<file path="config.mk">
export PLATFORM = sky130hd
export DESIGN_NAME = mmspi_master
export DESIGN_NICKNAME = d
export VERILOG_FILES = /design/src/rtl/mmspi_pkg.sv /design/src/rtl/mmspi_fifo.sv /design/src/rtl/mmspi_shifter.sv /design/src/rtl/mmspi_master.sv
export SDC_FILE = /design/constraint.sdc
export NUM_CORES = 1
export LEC_CHECK = 0
export CORE_MARGIN = 10
export CORE_UTILIZATION = 61
export CTS_CLUSTER_DIAMETER = 100
export DETAILED_ROUTE_END_ITERATION = 8
export PLACE_DENSITY = 0.91
export SLEW_MARGIN = 20
export SYNTH_ARGS = -nofsm -noshare
export SYNTH_HDL_FRONTEND = slang
export SYNTH_SLANG_ARGS = --single-unit
</file>
<file path="constraint.sdc">
create_clock -name clk -period 3.9 [get_ports clk]
set_input_delay 0.39 -clock clk [delete_from_list [all_inputs] [get_ports clk]]
set_output_delay 0.39 -clock clk [all_outputs]
set_load 0.02 [all_outputs]
</file>
<file path="src/rtl/mmspi_pkg.sv">
package mmspi_pkg;
    // register byte offsets (software-visible map)
    localparam logic [7:0] A_GIE  = 8'h1C;
    localparam logic [7:0] A_ISR  = 8'h20;
    localparam logic [7:0] A_IER  = 8'h28;
    localparam logic [7:0] A_SRST = 8'h40;
    localparam logic [7:0] A_CTRL = 8'h60;
    localparam logic [7:0] A_STAT = 8'h64;
    localparam logic [7:0] A_TXD  = 8'h68;
    localparam logic [7:0] A_RXD  = 8'h6C;
    localparam logic [7:0] A_SSEL = 8'h70;

    localparam logic [31:0] SRST_KEY = 32'h0000_000A;

    // control bit positions
    localparam int C_LOOP  = 0;
    localparam int C_EN    = 1;
    localparam int C_MST   = 2;
    localparam int C_CPOL  = 3;
    localparam int C_CPHA  = 4;
    localparam int C_TXRST = 5;
    localparam int C_RXRST = 6;
    localparam int C_INH   = 8;
    localparam int C_LSB   = 9;
    localparam int NCTRL   = 10;

    // interrupt status bit positions
    localparam int I_TXEMPTY = 2;
    localparam int I_RXFULL  = 4;
    localparam int I_RXOVR   = 5;
    localparam int I_TXHALF  = 6;
    localparam int NIRQ      = 7;
endpackage

</file>
<file path="src/rtl/mmspi_fifo.sv">
module mmspi_fifo #(
    parameter int W     = 8,
    parameter int DEPTH = 16,
    localparam int AW   = $clog2(DEPTH),
    localparam int CW   = $clog2(DEPTH + 1)
) (
    input  logic          clk,
    input  logic          rst_n,
    input  logic          clr,
    input  logic          push,
    input  logic [W-1:0]  din,
    input  logic          pop,
    output logic [W-1:0]  dout,
    output logic          empty,
    output logic          full,
    output logic [CW-1:0] level
);
    localparam logic [CW-1:0] FULLV = CW'(DEPTH);
    localparam logic [AW-1:0] LASTP = AW'(DEPTH - 1);

    typedef struct packed {
        logic [DEPTH-1:0][W-1:0] mem;
        logic [AW-1:0]           rd;
        logic [AW-1:0]           wr;
        logic [CW-1:0]           cnt;
    } fifo_t;

    fifo_t q, d;
    logic do_push, do_pop;

    always_comb begin
        d       = q;
        do_pop  = pop && (q.cnt != '0);
        do_push = push && ((q.cnt != FULLV) || do_pop);
        if (do_push) begin
            d.mem[q.wr] = din;
            d.wr        = (q.wr == LASTP) ? '0 : q.wr + 1'b1;
        end
        if (do_pop)
            d.rd = (q.rd == LASTP) ? '0 : q.rd + 1'b1;
        d.cnt = q.cnt + CW'(do_push) - CW'(do_pop);
        if (clr) begin
            d.rd  = '0;
            d.wr  = '0;
            d.cnt = '0;
        end
    end

    always_ff @(posedge clk or negedge rst_n) begin
        if (!rst_n) q <= '0;
        else        q <= d;
    end

    assign dout  = q.mem[q.rd];
    assign empty = (q.cnt == '0);
    assign full  = (q.cnt == FULLV);
    assign level = q.cnt;
endmodule

</file>
<file path="src/rtl/mmspi_shifter.sv">
module mmspi_shifter #(
    parameter int W        = 8,
    parameter int HALF_DIV = 4,
    localparam int HW      = $clog2(2 * W),
    localparam int DW      = $clog2(HALF_DIV + 1)
) (
    input  logic         clk,
    input  logic         rst_n,
    input  logic         abort,
    input  logic         cpol,
    input  logic         cpha,
    input  logic         lsb,
    input  logic         loop,
    input  logic         go,
    input  logic         have_word,
    input  logic [W-1:0] word_in,
    input  logic         miso,
    output logic         take,
    output logic         done,
    output logic [W-1:0] rx_word,
    output logic         busy,
    output logic         sck,
    output logic         mosi
);
    localparam logic [DW-1:0] DIV_LAST  = DW'(HALF_DIV - 1);
    localparam logic [HW-1:0] HALF_LAST = HW'(2 * W - 1);

    typedef struct packed {
        logic          busy;
        logic [HW-1:0] h;
        logic [DW-1:0] div;
        logic [W-1:0]  tsr;
        logic [W-1:0]  rsr;
    } sh_t;

    sh_t q, d;
    logic half_end, samp, shft, last, in_bit;
    logic [W-1:0] rs_n;

    always_comb begin
        d        = q;
        take     = 1'b0;
        done     = 1'b0;
        mosi     = lsb ? q.tsr[0] : q.tsr[W-1];
        in_bit   = loop ? mosi : miso;
        half_end = q.busy && (q.div == DIV_LAST);
        samp     = half_end && (q.h[0] == cpha);
        shft     = half_end && (q.h[0] != cpha) && (q.h != '0);
        last     = half_end && (q.h == HALF_LAST);
        rs_n     = lsb ? {in_bit, q.rsr[W-1:1]} : {q.rsr[W-2:0], in_bit};
        rx_word  = samp ? rs_n : q.rsr;
        if (q.busy) begin
            d.div = half_end ? '0 : q.div + 1'b1;
            if (half_end) d.h = q.h + 1'b1;
        end
        if (samp) d.rsr = rs_n;
        if (shft) d.tsr = lsb ? {1'b0, q.tsr[W-1:1]} : {q.tsr[W-2:0], 1'b0};
        if (last) begin
            done   = 1'b1;
            d.busy = 1'b0;
        end
        if ((!q.busy || last) && go && have_word) begin
            take   = 1'b1;
            d.busy = 1'b1;
            d.h    = '0;
            d.div  = '0;
            d.tsr  = word_in;
        end
        if (abort) begin
            d    = '0;
            take = 1'b0;
            done = 1'b0;
        end
    end

    always_ff @(posedge clk or negedge rst_n) begin
        if (!rst_n) q <= '0;
        else        q <= d;
    end

    assign busy = q.busy;
    assign sck  = q.busy ? (cpol ^ q.h[0]) : cpol;
endmodule

</file>
<file path="src/rtl/mmspi_master.sv">
module mmspi_master #(
    parameter int W        = 8,
    parameter int DEPTH    = 16,
    parameter int HALF_DIV = 4,
    parameter int NSS      = 4
) (
    input  logic           clk,
    input  logic           rst_n,
    input  logic           bus_wr,
    input  logic           bus_rd,
    input  logic [7:0]     bus_addr,
    input  logic [31:0]    bus_wdata,
    output logic [31:0]    bus_rdata,
    output logic           irq,
    output logic           sck,
    output logic           mosi,
    input  logic           miso,
    output logic [NSS-1:0] ss_n
);
    import mmspi_pkg::*;

    localparam int CW = $clog2(DEPTH + 1);
    localparam logic [CW-1:0] RX_NEAR = CW'(DEPTH - 1);
    localparam logic [CW-1:0] TX_MID  = CW'(DEPTH / 2 + 1);

    typedef struct packed {
        logic [NCTRL-1:0] ctrl;
        logic [NSS-1:0]   ss;
        logic             gie;
        logic [NIRQ-1:0]  ier;
        logic [NIRQ-1:0]  isr;
    } regs_t;

    localparam regs_t REGS_RST = '{ctrl: '0, ss: {NSS{1'b1}}, gie: 1'b0, ier: '0, isr: '0};

    regs_t regs_q, regs_d;

    logic soft_rst, wr_ctrl, tx_clr, rx_clr, tx_push, rx_pop, go;
    logic tx_empty, tx_full, rx_empty, rx_full, take, done, busy;
    logic [W-1:0] tx_head, rx_head, rx_word;
    logic [CW-1:0] tx_level, rx_level;
    logic [NIRQ-1:0] ev;

    // bus decode
    assign soft_rst = bus_wr && (bus_addr == A_SRST) && (bus_wdata == SRST_KEY);
    assign wr_ctrl  = bus_wr && (bus_addr == A_CTRL);
    assign tx_clr   = soft_rst || (wr_ctrl && bus_wdata[C_TXRST]);
    assign rx_clr   = soft_rst || (wr_ctrl && bus_wdata[C_RXRST]);
    assign tx_push  = bus_wr && (bus_addr == A_TXD);
    assign rx_pop   = bus_rd && (bus_addr == A_RXD);
    assign go       = regs_q.ctrl[C_EN] && regs_q.ctrl[C_MST] && !regs_q.ctrl[C_INH];

    mmspi_fifo #(.W(W), .DEPTH(DEPTH)) u_txf (
        .clk(clk), .rst_n(rst_n), .clr(tx_clr), .push(tx_push),
        .din(bus_wdata[W-1:0]), .pop(take), .dout(tx_head),
        .empty(tx_empty), .full(tx_full), .level(tx_level)
    );

    mmspi_fifo #(.W(W), .DEPTH(DEPTH)) u_rxf (
        .clk(clk), .rst_n(rst_n), .clr(rx_clr), .push(done),
        .din(rx_word), .pop(rx_pop), .dout(rx_head),
        .empty(rx_empty), .full(rx_full), .level(rx_level)
    );

    mmspi_shifter #(.W(W), .HALF_DIV(HALF_DIV)) u_sh (
        .clk(clk), .rst_n(rst_n), .abort(soft_rst),
        .cpol(regs_q.ctrl[C_CPOL]), .cpha(regs_q.ctrl[C_CPHA]),
        .lsb(regs_q.ctrl[C_LSB]), .loop(regs_q.ctrl[C_LOOP]),
        .go(go), .have_word(!tx_empty), .word_in(tx_head), .miso(miso),
        .take(take), .done(done), .rx_word(rx_word), .busy(busy),
        .sck(sck), .mosi(mosi)
    );

    // interrupt events; mode-fault, slave-fault and underrun sources cannot occur here
    always_comb begin
        ev            = '0;
        ev[I_TXEMPTY] = done && !take && tx_empty;
        ev[I_RXFULL]  = done && !rx_pop && (rx_level == RX_NEAR);
        ev[I_RXOVR]   = done && !rx_pop && rx_full;
        ev[I_TXHALF]  = take && !tx_push && (tx_level == TX_MID);
    end

    always_comb begin
        regs_d = regs_q;
        if (wr_ctrl) begin
            regs_d.ctrl          = bus_wdata[NCTRL-1:0];
            regs_d.ctrl[C_TXRST] = 1'b0;
            regs_d.ctrl[C_RXRST] = 1'b0;
        end
        if (bus_wr && bus_addr == A_SSEL) regs_d.ss  = bus_wdata[NSS-1:0];
        if (bus_wr && bus_addr == A_GIE)  regs_d.gie = bus_wdata[31];
        if (bus_wr && bus_addr == A_IER)  regs_d.ier = bus_wdata[NIRQ-1:0];
        if (bus_wr && bus_addr == A_ISR)  regs_d.isr = regs_q.isr & ~bus_wdata[NIRQ-1:0];
        regs_d.isr = regs_d.isr | ev;
        if (soft_rst) regs_d = REGS_RST;
    end

    always_ff @(posedge clk or negedge rst_n) begin
        if (!rst_n) regs_q <= REGS_RST;
        else        regs_q <= regs_d;
    end

    always_comb begin
        bus_rdata = '0;
        case (bus_addr)
            A_CTRL: bus_rdata = 32'(regs_q.ctrl);
            A_STAT: bus_rdata = {27'd0, 1'b0, tx_full, tx_empty, rx_full, rx_empty};
            A_RXD:  bus_rdata = rx_empty ? '0 : 32'(rx_head);
            A_SSEL: bus_rdata = 32'(regs_q.ss);
            A_GIE:  bus_rdata = {regs_q.gie, 31'd0};
            A_ISR:  bus_rdata = 32'(regs_q.isr);
            A_IER:  bus_rdata = 32'(regs_q.ier);
            default: bus_rdata = '0;
        endcase
    end

    assign irq  = regs_q.gie && |(regs_q.isr & regs_q.ier);
    assign ss_n = regs_q.ss;
endmodule

</file>
# Word level (Yosys, flattened, before mapping)
# Index checks and enable logic that the tools add are counted.
# totals
regBits,335
output_inout_bits,39
# classes
mux,45
n_bitwise,5
n_reduce_logical,64
eq_ne,24
n_lt_le_gt_ge,6
n_addsub,10
# ops
op,n
$bwmux W128,2
$pmux W32 S7,1
$mux W8,9
$bmux W8 S4,2
$demux W8 S4,2
$eq A8 B7 Y1 const B,6
$mux W4,10
$logic_and A1 B1 Y1,34
$eq A32 B4 Y1 const B,1
$mux W29,1
$mux W13,2
$mux W24,1
$mux W7,3
$add A4 B1 Y4 const B,5
$eq A4 B4 Y1 const B,5
$lt A4 B5 Y1 const B,4
$eq A8 B6 Y1 const B,2
$mux W16,1
$reduce_bool A2 Y1,8
$and A7 B7 Y7,2
$reduce_bool A3 Y1,4
$add A5 B1 Y5,2
$eq A5 B4 Y1 const B,2
$eq A5 B5 Y1 const B,2
21 further kinds,43

# Logic depth before layout (Yosys ltp)
# depth
depth_word,14
ltp_mapped,16
depth_no_buf,15

# Hierarchy
# From an unflattened synthesis, not the netlist that was laid out.
# unflattened
hier_cells,1313
area_unflattened_um2,17135.2
# modules_own_cells
mod,area_per_inst_um2,cells_per_inst,n_inst
mmspi_fifo (u_txf),6875.3,481,1
mmspi_fifo (u_rxf),6800.3,450,1
mmspi_master,2004.4,230,1
mmspi_shifter,1455.1,152,1

# Worst setup path after synthesis
# OpenSTA, ideal clock, no wires.
# synth_path
path_kind,input to register
start,in bus_wdata[4]
end,"reg u_txf.q, in the netlist u_txf.level[4]"
required_time_ps,3769
t_arrival_ps,3246
setup_time_ps,131
path_stages,15
path_buffers,2
slack_ps,523
path_cell_list,clkbuf_1 -> nor4b_1 -> nand4_1 -> nor4_1 -> clkbuf_1 -> nor2_1 -> ha_1 -> inv_1 -> ha_1 -> fa_1 -> a21oi_1 -> nor2_1 -> nor2_1 -> xnor2_1 -> nor2_1
# synth_rtl
item,line_no,text
"start, declared",mmspi_master.sv:12,"input logic [31:0] bus_wdata,"
"end signal, assigned",mmspi_fifo.sv:50,if (!rst_n) q <= '0;
"end signal, assigned",mmspi_fifo.sv:51,else q <= d;
"end, declared",mmspi_fifo.sv:28,"fifo_t q, d;"

# Final worst setup path
# layout_path
start,reg u_rxf.q[9] (netlist bit)
end,out bus_rdata[2]
# layout_between
elab_chain_len,4
# layout_rtl
item,line_no,text
"start, declared",mmspi_fifo.sv:28,
"start signal, assigned",mmspi_fifo.sv:50,
"start signal, assigned",mmspi_fifo.sv:51,
$bmux W8 S4,mmspi_fifo.sv:54,assign dout = q.mem[q.rd];
$mux W8 (not written as such),mmspi_fifo.sv:54,
$mux W8,mmspi_master.sv:108,A_RXD: bus_rdata = rx_empty ? '0 : 32'(rx_head);
$pmux W32 S7,mmspi_master.sv:105,case (bus_addr)
"end, declared",mmspi_master.sv:13,"output logic [31:0] bus_rdata,"
# Every way passes these cells. The select of a mux whose other input is x is not followed.

==> load_flow_metrics.sql <==
INSERT INTO impl_metrics (metric_group, metric, value, unit) VALUES
('die', 'die_area', '33900', 'µm²'),
('synthesis', 'synth_seq_cells', '333', ''),
('worst_setup_path', 'required', '3.51', 'ns'),
('worst_setup_path', 'timing.rr.start', 'u_txf.level[3]', ''),
('worst_setup_path', 'r2r_slack', '0.46', 'ns'),
('worst_setup_path', 'startpoint', 'u_rxf.q[9]', ''),
('die', 'die_height', '184', 'µm'),
('cells_and_area', 'drive_gt1_share', '34.7', '%'),
('grt', 'grt_util_met2', '39.3', '%'),
('synthesis', 'syn-cell-area', '16500', 'µm²'),
('worst_setup_path', 'timing.reg2reg.worst_path_depth', '16', ''),
('pwr', 'ir_worst_vdd', '0.404', 'mV'),
('synthesis', 'fraction_of_registers_with_async_set_or_reset_after_synthesis', '100', '%'),
('status', 'status', 'complete, no violations', ''),
('sta', 'grt_setup_unrepaired', 'no', ''),
('sta', 'setup-violations-final', '0', ''),
('clocking', 'clk_root_buffer_cell', 'sky130_fd_sc_hd__clkbuf_16', ''),
('sta', 'clock-skew-final', '0.0284', 'ns'),
('grt', 'most_congested_layer_reported_by_global_routing', 'met2', ''),
('synthesis', 'post_synthesis_average_cell_area', '13.3', 'µm²'),
('route', 'detailed_routing_iterations_pass_1', '7', ''),
('min_path', 'hp_class', 'in2async', ''),
('grt', 'grt_start_max_net_pins', '104', ''),
('pwr', 'p_leak', '8.86', 'nW'),
('clocking', 'cts_num_sinks', '333', ''),
('cells_and_area', 'antenna-diode-count', '0', ''),
('die', 'initial_core_utilization', '61.6', '%'),
('clocking', 'tritoncts', 'yes', ''),
('sta', 'tightestPinTransition', '0.792', 'ns'),
('clocking', 'cts_resized', '0', ''),
('route', 'route.detailed.drc', '0', ''),
('synthesis', 'synth.yosys.seq_area_share', '50.7', '%'),
('die', 'placementRows', '60', ''),
('cells_and_area', 'layout-area-overhead-vs-synth', '13.0', '%'),
('worst_setup_path', 'arrival_time_reported_for_the_critical_path_endpoint', '3.11', 'ns'),
('route', 'dr.first_iter.drc_count', '1139', ''),
('worst_setup_path', 'setup.worst_path.end_class', 'primary output', ''),
('grt', 'antenna_found_initial', '0', ''),
('die', 'design.portCount', '84', ''),
('sta', 'slew-limit-headroom', '47.2', '%'),
('synthesis', 'synth-edff-count', '0', ''),
('die', 'design.core.area', '26700', 'µm²'),
('place', 'gp_congestion', '0.890', ''),
('synthesis', 'yosys_warnings', '0', ''),
('sta', 'hold_viol', '0', ''),
('clocking', 'clkTransAtPathRegs', '0.06', 'ns'),
('worst_setup_path', 'worst_setup_path_endpoint', 'bus_rdata[2]', ''),
('sta', 'fin_crit', '3.50', 'ns'),
('worst_setup_path', 'critPathKind', 'reg2out', ''),
('clocking', 'cts-hold-fix-buffers', '1', ''),
('route', 'routed_wire_length_per_instance', '24.3', 'µm'),
('cells_and_area', 'finalNetCount', '1360', ''),
('sta', 'finalWorstSetupSlack', '0.396', 'ns'),
('sta', 'finalCritPeriodShare', '89.9', '%'),
('place', 'dp_slack', '0.282', 'ns'),
('grt', 'met3_usage', '4.06', '%'),
('sta', 'slew_violations', '0', ''),
('clocking', 'htree_levels', '2', ''),
('clocking', 'cts_max_path_buffers', '3', ''),
('clocking', 'clock_latency_at_the_later_pin_of_the_worst_skew_pair', '0.52', 'ns'),
('synthesis', 'ys_types', '56', ''),
('sta', 'totalNegativeSetupSlack', '0', 'ns'),
('grt', 'first_global_vias', '11300', ''),
('grt', 'grt_usage', '23.7', '%'),
('place', 'io_buffer_count', '62', ''),
('pwr', 'power-per-cell-area', '424', 'nW/µm²'),
('grt', 'met1_usage', '30.0', '%'),
('synthesis', 'synthFlopType', 'sky130_fd_sc_hd__dfrtp_1', ''),
('place', 'detailedPlacementHpwl', '25800', 'µm'),
('die', 'die_width', '184', 'µm'),
('synthesis', 'synth_cells', '1234', ''),
('clocking', 'inserted_clock_buffers', '35', ''),
('route', 'antenna_violating_nets_post_route', '0', ''),
('route', 'routed-via-count', '10800', ''),
('grt', 'grt_overflow', '0', ''),
('sta', 'max_freq', '285', 'MHz'),
('worst_setup_path', 'setup.worst_path.start_class', 'flip-flop', ''),
('grt', 'grt_first_pass_wirelength', '63200', 'µm'),
('worst_setup_path', 'crit-reg2reg-capture', 'u_txf.level[4]', ''),
('route', 'via_per_inst', '6.55', ''),
('worst_setup_path', 'worstPathMaxFanout', '37', ''),
('route', 'overall_routed_net_length', '40100', 'µm'),
('clocking', 'cts_setup_buffers', '0', ''),
('flow_run', 'drv_cap', '0', '');
critical path, cell delays in order (launching register included):
cell	delay, ns
sky130_fd_sc_hd__dfrtp_2	0.37
sky130_fd_sc_hd__buf_12	0.27
sky130_fd_sc_hd__mux4_2	0.58
sky130_fd_sc_hd__mux4_2	0.51
sky130_fd_sc_hd__nand4_1	0.14
sky130_fd_sc_hd__nand3_1	0.11
sky130_fd_sc_hd__clkdlybuf4s50_1	0.59
layer usage:
layer  part of all wire [%]  up-vias  wire length, µm
met3                    7.3      123             2940
met1                     39     5602            15700
met5                      0        -                0
li1                       -     4545                -
met4                    4.5        0             1780
met2                     49      530            19600
power breakdown:
group / internal (mW) / total (mW) / switching (mW)
registers: 3.55 / 3.64 / 0.0908
clock network: 2.05 / 3.41 / 1.36
logic: 0.324 / 0.833 / 0.509
total: 5.92 / 7.88 / 1.96
how the worst min path moves through the flow:
stage,startpoint,endpoint,slack (ns),cells past startpoint
after floorplan,rst_n,regs_q[0],0.09,0
after global placement,rst_n,u_txf.q[44],0.47,1
after detailed placement,rst_n,u_txf.q[20],0.49,1
after CTS,bus_wdata[9],regs_q[28],0.50,3
after global routing,u_txf.q[101],u_txf.q[101],0.51,1
final,rst_n,u_txf.q[44],0.47,2
cells in the final DEF (no fill, tap or decap), types with 8 or more instances in the layout:
cell type,netlist,routed
sky130_fd_sc_hd__and3_1,28,28
sky130_fd_sc_hd__buf_4,33,41
sky130_fd_sc_hd__nor2_1,65,65
sky130_fd_sc_hd__mux2i_1,27,27
sky130_fd_sc_hd__inv_1,39,39
sky130_fd_sc_hd__clkbuf_1,53,9
sky130_fd_sc_hd__xnor2_1,10,10
sky130_fd_sc_hd__conb_1,1,21
sky130_fd_sc_hd__dfrtp_1,329,327
sky130_fd_sc_hd__and2_1,10,10
sky130_fd_sc_hd__mux4_2,80,80
sky130_fd_sc_hd__nand2_1,58,58
sky130_fd_sc_hd__clkbuf_8,0,8
sky130_fd_sc_hd__ha_1,27,27
sky130_fd_sc_hd__clkdlybuf4s50_1,0,61
sky130_fd_sc_hd__nor4_1,12,11
sky130_fd_sc_hd__a211oi_1,10,10
sky130_fd_sc_hd__o21ai_0,13,13
sky130_fd_sc_hd__a21oi_1,37,36
sky130_fd_sc_hd__nand3_1,13,13
sky130_fd_sc_hd__clkbuf_16,0,36
sky130_fd_sc_hd__mux2_2,256,256
sky130_fd_sc_hd__nor3_1,8,8
cells in the mapped netlist, types with 5 or more instances:
library cell	number	share of area, %
sky130_fd_sc_hd__nor2_1	65	1.5
sky130_fd_sc_hd__nor4_1	12	0.46
sky130_fd_sc_hd__a21oi_1	37	1.1
sky130_fd_sc_hd__a211oi_1	10	0.46
sky130_fd_sc_hd__dfrtp_1	329	50
sky130_fd_sc_hd__and3_1	28	1.1
sky130_fd_sc_hd__buf_1	11	0.25
sky130_fd_sc_hd__a22o_1	7	0.37
sky130_fd_sc_hd__ha_1	27	2.1
sky130_fd_sc_hd__buf_4	33	1.5
sky130_fd_sc_hd__mux2i_1	27	1.6
sky130_fd_sc_hd__a222oi_1	5	0.30
sky130_fd_sc_hd__inv_1	39	0.89
sky130_fd_sc_hd__o21ai_0	13	0.40
sky130_fd_sc_hd__nand4_1	6	0.23
sky130_fd_sc_hd__buf_2	16	0.49
sky130_fd_sc_hd__nor2b_1	7	0.27
sky130_fd_sc_hd__nand3_1	13	0.40
sky130_fd_sc_hd__xnor2_1	10	0.53
sky130_fd_sc_hd__a22oi_1	6	0.27
sky130_fd_sc_hd__o22ai_1	6	0.23
sky130_fd_sc_hd__nand2_1	58	1.3
sky130_fd_sc_hd__mux4_2	80	11
sky130_fd_sc_hd__xor2_1	6	0.32
sky130_fd_sc_hd__mux2_2	256	18
sky130_fd_sc_hd__nor3_1	8	0.24
sky130_fd_sc_hd__clkbuf_1	53	1.2
sky130_fd_sc_hd__and2_1	10	0.38
registers in the layout (all words and copies together) (netlist names):
name / cells
ss_n: 4
u_rxf.q: 136
u_txf.q: 136
u_sh.busy: 1
regs_q: 23
u_sh.q: 23
u_rxf.level: 5
u_txf.level: 5
cell type report:
cell class              instances  area (µm²)
well taps                     341         427
repair buffers                109        1040
inverters                      39         146
fillers                      1635        8130
clock buffers                  53        1040
clock inverters                 6         120
flip-flops and latches        333        8340
multi-input cells             768        7470
per-stage QoR:
step           utilization, %  std cells  total power, mW  hold WS (ns)  area (µm²)
2_1_floorplan               -       1254             4.18        0.0944       16500
4_1_cts                  69.6       1649             7.89         0.497       18600
3_5_place_dp             65.2       1589             4.49         0.489       17400
5_1_grt                  69.6       1649             8.14         0.514       18600
6_report                 69.6       1649             7.88         0.472       18600
3_3_place_gp             65.2       1589             4.45         0.468       17400
cell families (layout without fill, tap and decap cells):
family	Yosys count	in the layout	synth area share (%)
multiplexers	364	364	30.2
adder cells (fa/ha/maj)	29	29	2.30
flip-flops	333	333	50.7
XOR/XNOR	16	16	0.852
AND/OR/NAND/NOR	240	240	7.63
AO/OA/AOI/OAI	98	98	3.93
buffers and inverters	153	207	4.41
other	1	21	0.0228
Note: power is estimated with default switching activity, not from simulation.
